[src/rtl/sram_seq_pkg.sv]
package sram_seq_pkg;

   typedef enum logic [2:0] {
      ST_IDLE     = 3'd0,
      ST_TURN     = 3'd1,
      ST_WR_PULSE = 3'd2,
      ST_WR_END   = 3'd3,
      ST_RD       = 3'd4
   } seq_state_t;

   // ceiling of t/p, never below one cycle
   function automatic int ns_to_cyc(input int t_ns, input int p_ns);
      int c;
      c = (t_ns + p_ns - 1) / p_ns;
      return (c < 1) ? 1 : c;
   endfunction

   function automatic int imax(input int a, input int b);
      return (a > b) ? a : b;
   endfunction

endpackage

[src/rtl/sram_phase_timer.sv]
module sram_phase_timer #(
   parameter int N_MAX = 1,
   parameter int LD_W  = 1
) (
   input  logic            clk,
   input  logic            rst_n,
   input  logic            load_i,
   input  logic [LD_W-1:0] load_val_i,
   output logic            expired_o
);

   generate
      if (N_MAX <= 1) begin : g_fixed
         // every phase is a single cycle: no counter needed
         logic unused_tmr;
         assign unused_tmr = ^{clk, rst_n, load_i, load_val_i};
         assign expired_o  = 1'b1;
      end else begin : g_count
         logic [LD_W-1:0] cnt_q;
         always_ff @(posedge clk or negedge rst_n) begin
            if (!rst_n)
               cnt_q <= '0;
            else if (load_i)
               cnt_q <= load_val_i;
            else if (cnt_q != '0)
               cnt_q <= cnt_q - 1'b1;
         end
         assign expired_o = (cnt_q == '0);
      end
   endgenerate

endmodule

[src/rtl/sram_rd_capture.sv]
module sram_rd_capture #(
   parameter int DATA_W = 8
) (
   input  logic              clk,
   input  logic              rst_n,
   input  logic              capture_i,
   input  logic [DATA_W-1:0] bus_i,
   output logic [DATA_W-1:0] data_o,
   output logic              valid_o
);

   always_ff @(posedge clk or negedge rst_n) begin
      if (!rst_n) begin
         data_o  <= '0;
         valid_o <= 1'b0;
      end else begin
         valid_o <= capture_i;
         if (capture_i)
            data_o <= bus_i;
      end
   end

endmodule

[src/rtl/sram_seq_ctrl.sv]
module sram_seq_ctrl
   import sram_seq_pkg::*;
#(
   parameter int ADDR_W        = 17,
   parameter int DATA_W        = 8,
   parameter int CLK_PERIOD_NS = 20,
   parameter int T_RC_NS       = 10,
   parameter int T_AA_NS       = 10,
   parameter int T_OE_NS       = 5,
   parameter int T_WP_NS       = 7,
   parameter int T_DW_NS       = 5,
   parameter int T_HZ_NS       = 5
) (
   input  logic              clk,
   input  logic              rst_n,
   input  logic              req_i,
   input  logic              req_we_i,
   input  logic [ADDR_W-1:0] req_addr_i,
   input  logic [DATA_W-1:0] req_wdata_i,
   output logic              ready_o,
   output logic [DATA_W-1:0] rd_data_o,
   output logic              rd_valid_o,
   output logic [ADDR_W-1:0] sram_addr_o,
   output logic              sram_ce_n_o,
   output logic              sram_we_n_o,
   output logic              sram_oe_n_o,
   output logic [DATA_W-1:0] sram_dq_o,
   output logic              sram_dq_oe_o,
   input  logic [DATA_W-1:0] sram_dq_i
);

   localparam int N_WP  = imax(imax(ns_to_cyc(T_WP_NS, CLK_PERIOD_NS),
                                    ns_to_cyc(T_DW_NS, CLK_PERIOD_NS)),
                               imax(ns_to_cyc(T_RC_NS, CLK_PERIOD_NS) - 1, 1));
   localparam int N_RD  = imax(imax(ns_to_cyc(T_AA_NS, CLK_PERIOD_NS),
                                    ns_to_cyc(T_OE_NS, CLK_PERIOD_NS)),
                               ns_to_cyc(T_RC_NS, CLK_PERIOD_NS));
   localparam int N_TA  = ns_to_cyc(T_HZ_NS, CLK_PERIOD_NS);
   localparam int N_MAX = imax(imax(N_WP, N_RD), N_TA);
   localparam int LD_W  = (N_MAX > 1) ? $clog2(N_MAX) : 1;

   generate
      if (ADDR_W < 1 || DATA_W < 1) begin : g_bad_width
         $error("sram_seq_ctrl: ADDR_W and DATA_W must be positive");
      end
      if (CLK_PERIOD_NS < 1) begin : g_bad_clk
         $error("sram_seq_ctrl: CLK_PERIOD_NS must be at least 1");
      end
      if (T_RC_NS < 0 || T_AA_NS < 0 || T_OE_NS < 0 || T_WP_NS < 0 ||
          T_DW_NS < 0 || T_HZ_NS < 0) begin : g_bad_timing
         $error("sram_seq_ctrl: timing parameters must not be negative");
      end
   endgenerate

   seq_state_t        st_q, st_d;
   logic [ADDR_W-1:0] addr_q;
   logic [DATA_W-1:0] wdat_q;
   logic              last_rd_q;
   logic              accept;
   logic              tmr_load, tmr_exp;
   logic [LD_W-1:0]   tmr_val;
   logic              rd_cap;

   assign ready_o = (st_q == ST_IDLE);
   assign accept  = req_i && ready_o;
   assign rd_cap  = (st_q == ST_RD) && tmr_exp;

   always_comb begin
      st_d = st_q;
      case (st_q)
         ST_IDLE: if (accept)
                     st_d = !req_we_i ? ST_RD : (last_rd_q ? ST_TURN : ST_WR_PULSE);
         ST_TURN:     if (tmr_exp) st_d = ST_WR_PULSE;
         ST_WR_PULSE: if (tmr_exp) st_d = ST_WR_END;
         ST_WR_END:   st_d = ST_IDLE;
         ST_RD:       if (tmr_exp) st_d = ST_IDLE;
         default:     st_d = ST_IDLE;
      endcase
   end

   always_comb begin
      tmr_load = (st_d != st_q);
      case (st_d)
         ST_TURN:     tmr_val = LD_W'(N_TA - 1);
         ST_WR_PULSE: tmr_val = LD_W'(N_WP - 1);
         ST_RD:       tmr_val = LD_W'(N_RD - 1);
         default:     tmr_val = '0;
      endcase
   end

   always_ff @(posedge clk or negedge rst_n) begin
      if (!rst_n) begin
         st_q      <= ST_IDLE;
         addr_q    <= '0;
         wdat_q    <= '0;
         last_rd_q <= 1'b0;
      end else begin
         st_q <= st_d;
         if (accept) begin
            addr_q    <= req_addr_i;
            wdat_q    <= req_wdata_i;
            last_rd_q <= !req_we_i;
         end
      end
   end

   // strobe decode: {ce_n, we_n, oe_n, drive}
   always_comb begin
      case (st_q)
         ST_WR_PULSE: {sram_ce_n_o, sram_we_n_o, sram_oe_n_o, sram_dq_oe_o} = 4'b0011;
         ST_WR_END:   {sram_ce_n_o, sram_we_n_o, sram_oe_n_o, sram_dq_oe_o} = 4'b0111;
         ST_RD:       {sram_ce_n_o, sram_we_n_o, sram_oe_n_o, sram_dq_oe_o} = 4'b0100;
         default:     {sram_ce_n_o, sram_we_n_o, sram_oe_n_o, sram_dq_oe_o} = 4'b1110;
      endcase
   end

   assign sram_addr_o = addr_q;
   assign sram_dq_o   = wdat_q;

   sram_phase_timer #(
      .N_MAX (N_MAX),
      .LD_W  (LD_W)
   ) u_timer (
      .clk        (clk),
      .rst_n      (rst_n),
      .load_i     (tmr_load),
      .load_val_i (tmr_val),
      .expired_o  (tmr_exp)
   );

   sram_rd_capture #(
      .DATA_W (DATA_W)
   ) u_capture (
      .clk       (clk),
      .rst_n     (rst_n),
      .capture_i (rd_cap),
      .bus_i     (sram_dq_i),
      .data_o    (rd_data_o),
      .valid_o   (rd_valid_o)
   );

endmodule

[config.mk]
export PLATFORM = sky130hd
export DESIGN_NAME = sram_seq_ctrl
export DESIGN_NICKNAME = d
export VERILOG_FILES = /design/src/rtl/sram_seq_pkg.sv /design/src/rtl/sram_phase_timer.sv /design/src/rtl/sram_rd_capture.sv /design/src/rtl/sram_seq_ctrl.sv
export SDC_FILE = /design/constraint.sdc
export NUM_CORES = 1
export LEC_CHECK = 0
export BUFFER_PORTS_ARGS = -buffer_cell sky130_fd_sc_hd__buf_2
export CAP_MARGIN = 20
export CORE_MARGIN = 2
export CORE_UTILIZATION = 44
export CTS_BUF_LIST = sky130_fd_sc_hd__clkbuf_4 sky130_fd_sc_hd__clkbuf_8 sky130_fd_sc_hd__clkbuf_16
export CTS_CLUSTER_SIZE = 12
export DETAILED_ROUTE_END_ITERATION = 10
export GPL_TIMING_DRIVEN = 0
export PLACE_DENSITY_LB_ADDON = 0.1
export SKIP_LAST_GASP = 1
export SLEW_MARGIN = 20
export SYNTH_ARGS = -nofsm -noshare
export SYNTH_HDL_FRONTEND = slang
export SYNTH_SLANG_ARGS = --single-unit
export TNS_END_PERCENT = 30
[constraint.sdc]
create_clock -name clk -period 5 [get_ports clk]
set_input_delay 1.25 -clock clk [delete_from_list [all_inputs] [get_ports clk]]
set_output_delay 1.25 -clock clk [all_outputs]
set_load 0.02 [all_outputs]
* Yosys cells after proc, flatten, opt, wreduce, memory -nomap -nowiden
Cells that the tools add are included.
** Word-level totals
- Flip-flop bits (word level) :: 38
- Bits in latches :: 0
- Bits in writable memories :: 0
- ROM bits :: 0
- Bits of input ports :: 37
- Output and inout port bits :: 39
- Word-level logic and storage cells :: 24
- Memories kept :: 0
** Operators by class
- Add/sub/neg operators :: 0
- Multipliers :: 0
- Div/mod/pow operators :: 0
- Magnitude comparators :: 0
- Equal/unequal tests :: 5
- Shifts and indexed selects :: 0
- Mux-type cells :: 8
- Bitwise operators :: 0
- Reductions and logical operators :: 5
** Operators with widths (count)
- $pmux 3 s3 :: 1
- $eq 3x2->1 const B :: 2
- $mux 3 :: 2
- $mux 1 :: 4
- $eq 3x1->1 const B :: 1
- $eq 3x3->1 const B :: 1
- $logic_not 3->1 :: 1
- $reduce_or 3->1 :: 1
- $mux 2 :: 1
- $ne 2x1->1 const B :: 1
- $reduce_or 2->1 :: 1
- $logic_and 1x1->1 :: 1
- $logic_not 1->1 :: 1

* Longest topological paths before layout
- Depth after elaboration :: 4
- Mapped depth :: 4
- Depth with buffers taken out :: 2

* Modules after synthesis
Synthesis repeated with hierarchy kept, for this count alone.
** Second synthesis, totals
- Cells, all modules :: 100
- Area total of the unflattened synthesis :: 1619.1 um2
** By module, submodules not included
- sram_seq_ctrl :: times used 1, cells an instance 80, area each 1251.2 um2, sequential area each 725.7 um2
- sram_rd_capture :: times used 1, cells an instance 18, area each 356.6 um2, sequential area each 225.2 um2
- sram_phase_timer :: times used 1, cells an instance 2, area each 11.3 um2, sequential area each 0.0 um2

* Worst setup path before layout
Ideal clock, no wire load.
- Path kind :: in2reg
- From :: input req_i
- To :: register addr_q[0] (netlist: sram_addr_o[0])
- Setup time :: 0.125 ns
- Arrival time :: 2.213 ns
- Data required time :: 4.875 ns
- Slack :: 2.662 ns
- Cell stages on the path :: 3
- Buffers on the path :: 1
- Cell sequence :: nor4b_4 buf_6 mux2_2
** Between the ends
- Longest elaborated chain between the ends :: 1
** Ends and longest elaborated chain
- from (decl) :: RTL line sram_seq_ctrl.sv:16 : input logic req_i,
- $logic_and 1x1->1 :: RTL line sram_seq_ctrl.sv:65 : assign accept = req_i && ready_o;
- to (signal assigned) :: RTL line sram_seq_ctrl.sv:100 : addr_q <= req_addr_i;
- to (decl) :: RTL line sram_seq_ctrl.sv:56 : logic [ADDR_W-1:0] addr_q;
No other way between the ends.
A chain may end at the register's enable or synchronous reset.

* Worst setup path after layout
- From :: register st_q[1]
- To :: output sram_ce_n_o
** Between the ends
- Longest elaborated chain between the ends :: 3
- Elaborated cells on any way between the ends :: 5
- Classes of those cells :: eq/ne (3); mux (1); reduce/logical (1)
** Ends and longest elaborated chain
- from (decl) :: RTL line sram_seq_ctrl.sv:55 : seq_state_t st_q, st_d;
- from (signal assigned) :: RTL line sram_seq_ctrl.sv:98 : st_q <= st_d;
- $eq 3x3->1
- named net rd_cap :: RTL line sram_seq_ctrl.sv:62 : logic rd_cap;
- $reduce_or 3->1 (no line)
- $mux 1 :: RTL line sram_seq_ctrl.sv:109 : case (st_q)
- to (decl) :: RTL line sram_seq_ctrl.sv:24 : output logic sram_ce_n_o,
The timed path passes the listed nets, and every way through them passes these cells.

==> results.yml <==
global_routing:
  grt_util_all_layers_pct: 14.7
  grt_max_degree: 39
  antenna_found_initial: 0
  grt_overflow_total: 0
  grt_pass1_vias: 927
  grt_pass1_wl_mm: 3.97
sta:
  worstMarginPinSlew_ps: 791
  relSlewSlack_pct: 47.3
  fin_skew_ps: 6.39
  period_share_pct: 57.0
  timing.fmax_ghz: 0.351
  finalSetupViolCount: 0
  layout_min_cycle_time_ps: 2850
  rsz0062_at_grt: "no"
  whs_ps: 492
  finalSetupTns_ps: 0
  maxSlewViolCount: 0
  finalHoldViolCount: 0
run_status:
  outcome: "complete, no violations"
synthesis:
  synthArstFlopShare_pct: 100
  synth_ff_type: "dfrtp_1"
  synth_seq_area_share_pct: 64.4
  syn_area_um2: 1480
  synth-seq-cells: 38
  synthCells: 92
  synth_top_area_cell: "dfrtp_1"
  synth_area_per_cell_um2: 16.1
  synth_common_cells: "dfrtp_1 (38), mux2_2 (32), buf_6 (3)"
  synth.area.top_cells: "dfrtp_1 (64%), mux2_2 (24%), buf_6 (2.3%), nor4b_4 (1.6%), nor2b_1 (0.85%)"
  synth_edf_count: 0
  synth_top_area_share_pct: 64.4
  synth_fp_nets: 129
  synth.most_common_cell: "dfrtp_1"
  yosys.cell_types.count: 17
  ys_warn_count: 0
clocking:
  numCtsBuffers: 5
  tritoncts: "done"
  cts-resized-gates: 0
  cts.sinks: 38
  clk_pin_slew_worst_paths_ps: 100
  post-cts-setup-buffers: 0
  htree_num_levels: 2
  holdBufCountCts: 0
  clkLatencyLatePin_ps: 330
  cts_root_buffer: "clkbuf_4"
  clockBufferDepth: 2
floorplan:
  die_area_um2: 3840
  initial_core_util_pct: 45.0
  rows: 21
  die_w_um: 62.0
  die_y_um: 62.0
  core_um2: 3280
  boundaryPins: 76
setup_path:
  reg2reg_slack_ps: 3190
  worst_path_most_repeated_cell: "buf_2"
  cpPeakStageDelay_ps: 370
  required_ps: 3750
  worstPathMaxFanout: 10
  cp-start-kind: "register"
  critical_path.endpoint_type: "output port"
  worstReg2RegStart: "st_q[2]$_DFFE_PN0P_"
  cpMaxStageDelayCell: "dfrtp_1"
  startpoint: "st_q[1]$_DFFE_PN0P_"
  cp_cell_sequence: "buf_2, nor3b_1, buf_2, nor2_1, buf_2"
  worst_ep_arrival_time_ps: 1600
  crit_type: "register to output port"
  worst-r2r-cell-count: 3
  r2r-end: "sram_dq_o[5]$_DFFE_PN0P_"
min_path:
  min_to: "sram_dq_o[1]$_DFFE_PN0P_"
  hold_path.class: "register to register"
  hold_depth: 1
  hp-start: "sram_dq_o[1]$_DFFE_PN0P_"
power_and_ir_drop:
  p_leak_uw: 0.000990
  power.density_nw_per_um2: 670
  ir_drop_mv: 0.336
  power.total_uw: 1320
routing:
  drt-met1-wl_mm: 1.01
  vias_per_cell: 4.67
  wl_per_cell_um: 11.5
  met3_length_um: 171
  first_pass_iters: 2
  via_count: 1032
  wirelength_mm: 2.54
  drtIter0Drc: 27
  wl_met2_mm: 1.31
  drc: 0
  ant_nets: 0
  routed.top_layer: "met4"
finish:
  utilization_pct: 60.1
  drive_gt1_share_pct: 69.1
  fill_cells: 282
  fin_nets: 211
  diodes: 0
  area_growth_pct: 33.6
  final_cells: 221
placed_design:
  place_congestion: 0.684
  io_buffers: 75
  dp_hpwl_mm: 1.95
  post-place-cells: 213
job:
  drv_cap: 0
cell type report:
cell class | instances | area [um^2] | share of cell area [%]
Buffer | 5 | 43.8 | 2.22
Timing Repair Buffer | 75 | 375 | 19.0
Clock buffer | 7 | 58.8 | 2.98
Inverter | 2 | 7.51 | 0.380
Multi-Input combinational cell | 47 | 475 | 24.1
Sequential cell | 38 | 951 | 48.2
Tap cell | 46 | 57.6 | 2.92
Clock inverter | 1 | 5.00 | 0.253
kinds of logic (layout without fill, tap and decap cells):
family,after synthesis,after routing,synth area share [%]
compound gates,3,3,1.35
buf+inv,7,90,3.47
flops,38,38,64.4
mux,34,34,25.8
simple gates,10,10,5.00
critical path: cells and delay by family (launching register included):
family	cells	cell delay (ps)
simple gates	2	310
flops	1	370
buf+inv	3	590
per-layer routing:
layer	vias up	track usage (%)
met5	-	0
met4	0	9.12
met3	7	4.35
met2	40	23.2
met1	503	17.7
li1	482	-
worst max path at each step:
stage | end | slack [ps] | depth (start not counted)
2_1_floorplan | sram_addr_o[0]$_DFFE_PN0P_ | 2660 | 3
3_3_place_gp | sram_dq_o[3]$_DFFE_PN0P_ | 2380 | 4
4_1_cts | sram_ce_n_o | 2110 | 5
3_5_place_dp | sram_dq_o[5]$_DFFE_PN0P_ | 2360 | 4
6_report | sram_ce_n_o | 2150 | 5
5_1_grt | sram_oe_n_o | 1970 | 5
registers in the layout, summed over array words and instances, names as in the netlist:
register           flops
st_q                   3
u_capture.data_o       8
u_capture.valid_o      1
sram_dq_o              8
last_rd_q              1
sram_addr_o           17
where the power goes:
| part | leakage, uW | switching [uW] | total (uW) | internal [uW] |
|---|---|---|---|---|
| Sequential | 0.000455 | 69.2 | 526 | 456 |
| Clock | 0.0000387 | 90.1 | 164 | 73.6 |
| Combinational | 0.000497 | 353 | 634 | 281 |
| Total | 0.000990 | 513 | 1320 | 811 |
cell usage in the layout (no fill, tap or decap), drive strengths merged, types with 2 or more instances in the layout:
master | Yosys | final
buf | 5 | 80
clkbuf | 0 | 7
dfrtp | 38 | 38
inv | 2 | 2
mux2 | 33 | 33
nor2 | 2 | 2
nor2b | 2 | 2
nor3 | 2 | 2
stage by stage:
stage          instance area, um^2  worst slack, ps
2_1_floorplan                 1480             2660
3_3_place_gp                  1910             2380
3_5_place_dp                  1910             2360
4_1_cts                       1970             2110
5_1_grt                       1970             1970
6_report                      1970             2150
No activity file was read; power rests on OpenSTA's default activity.
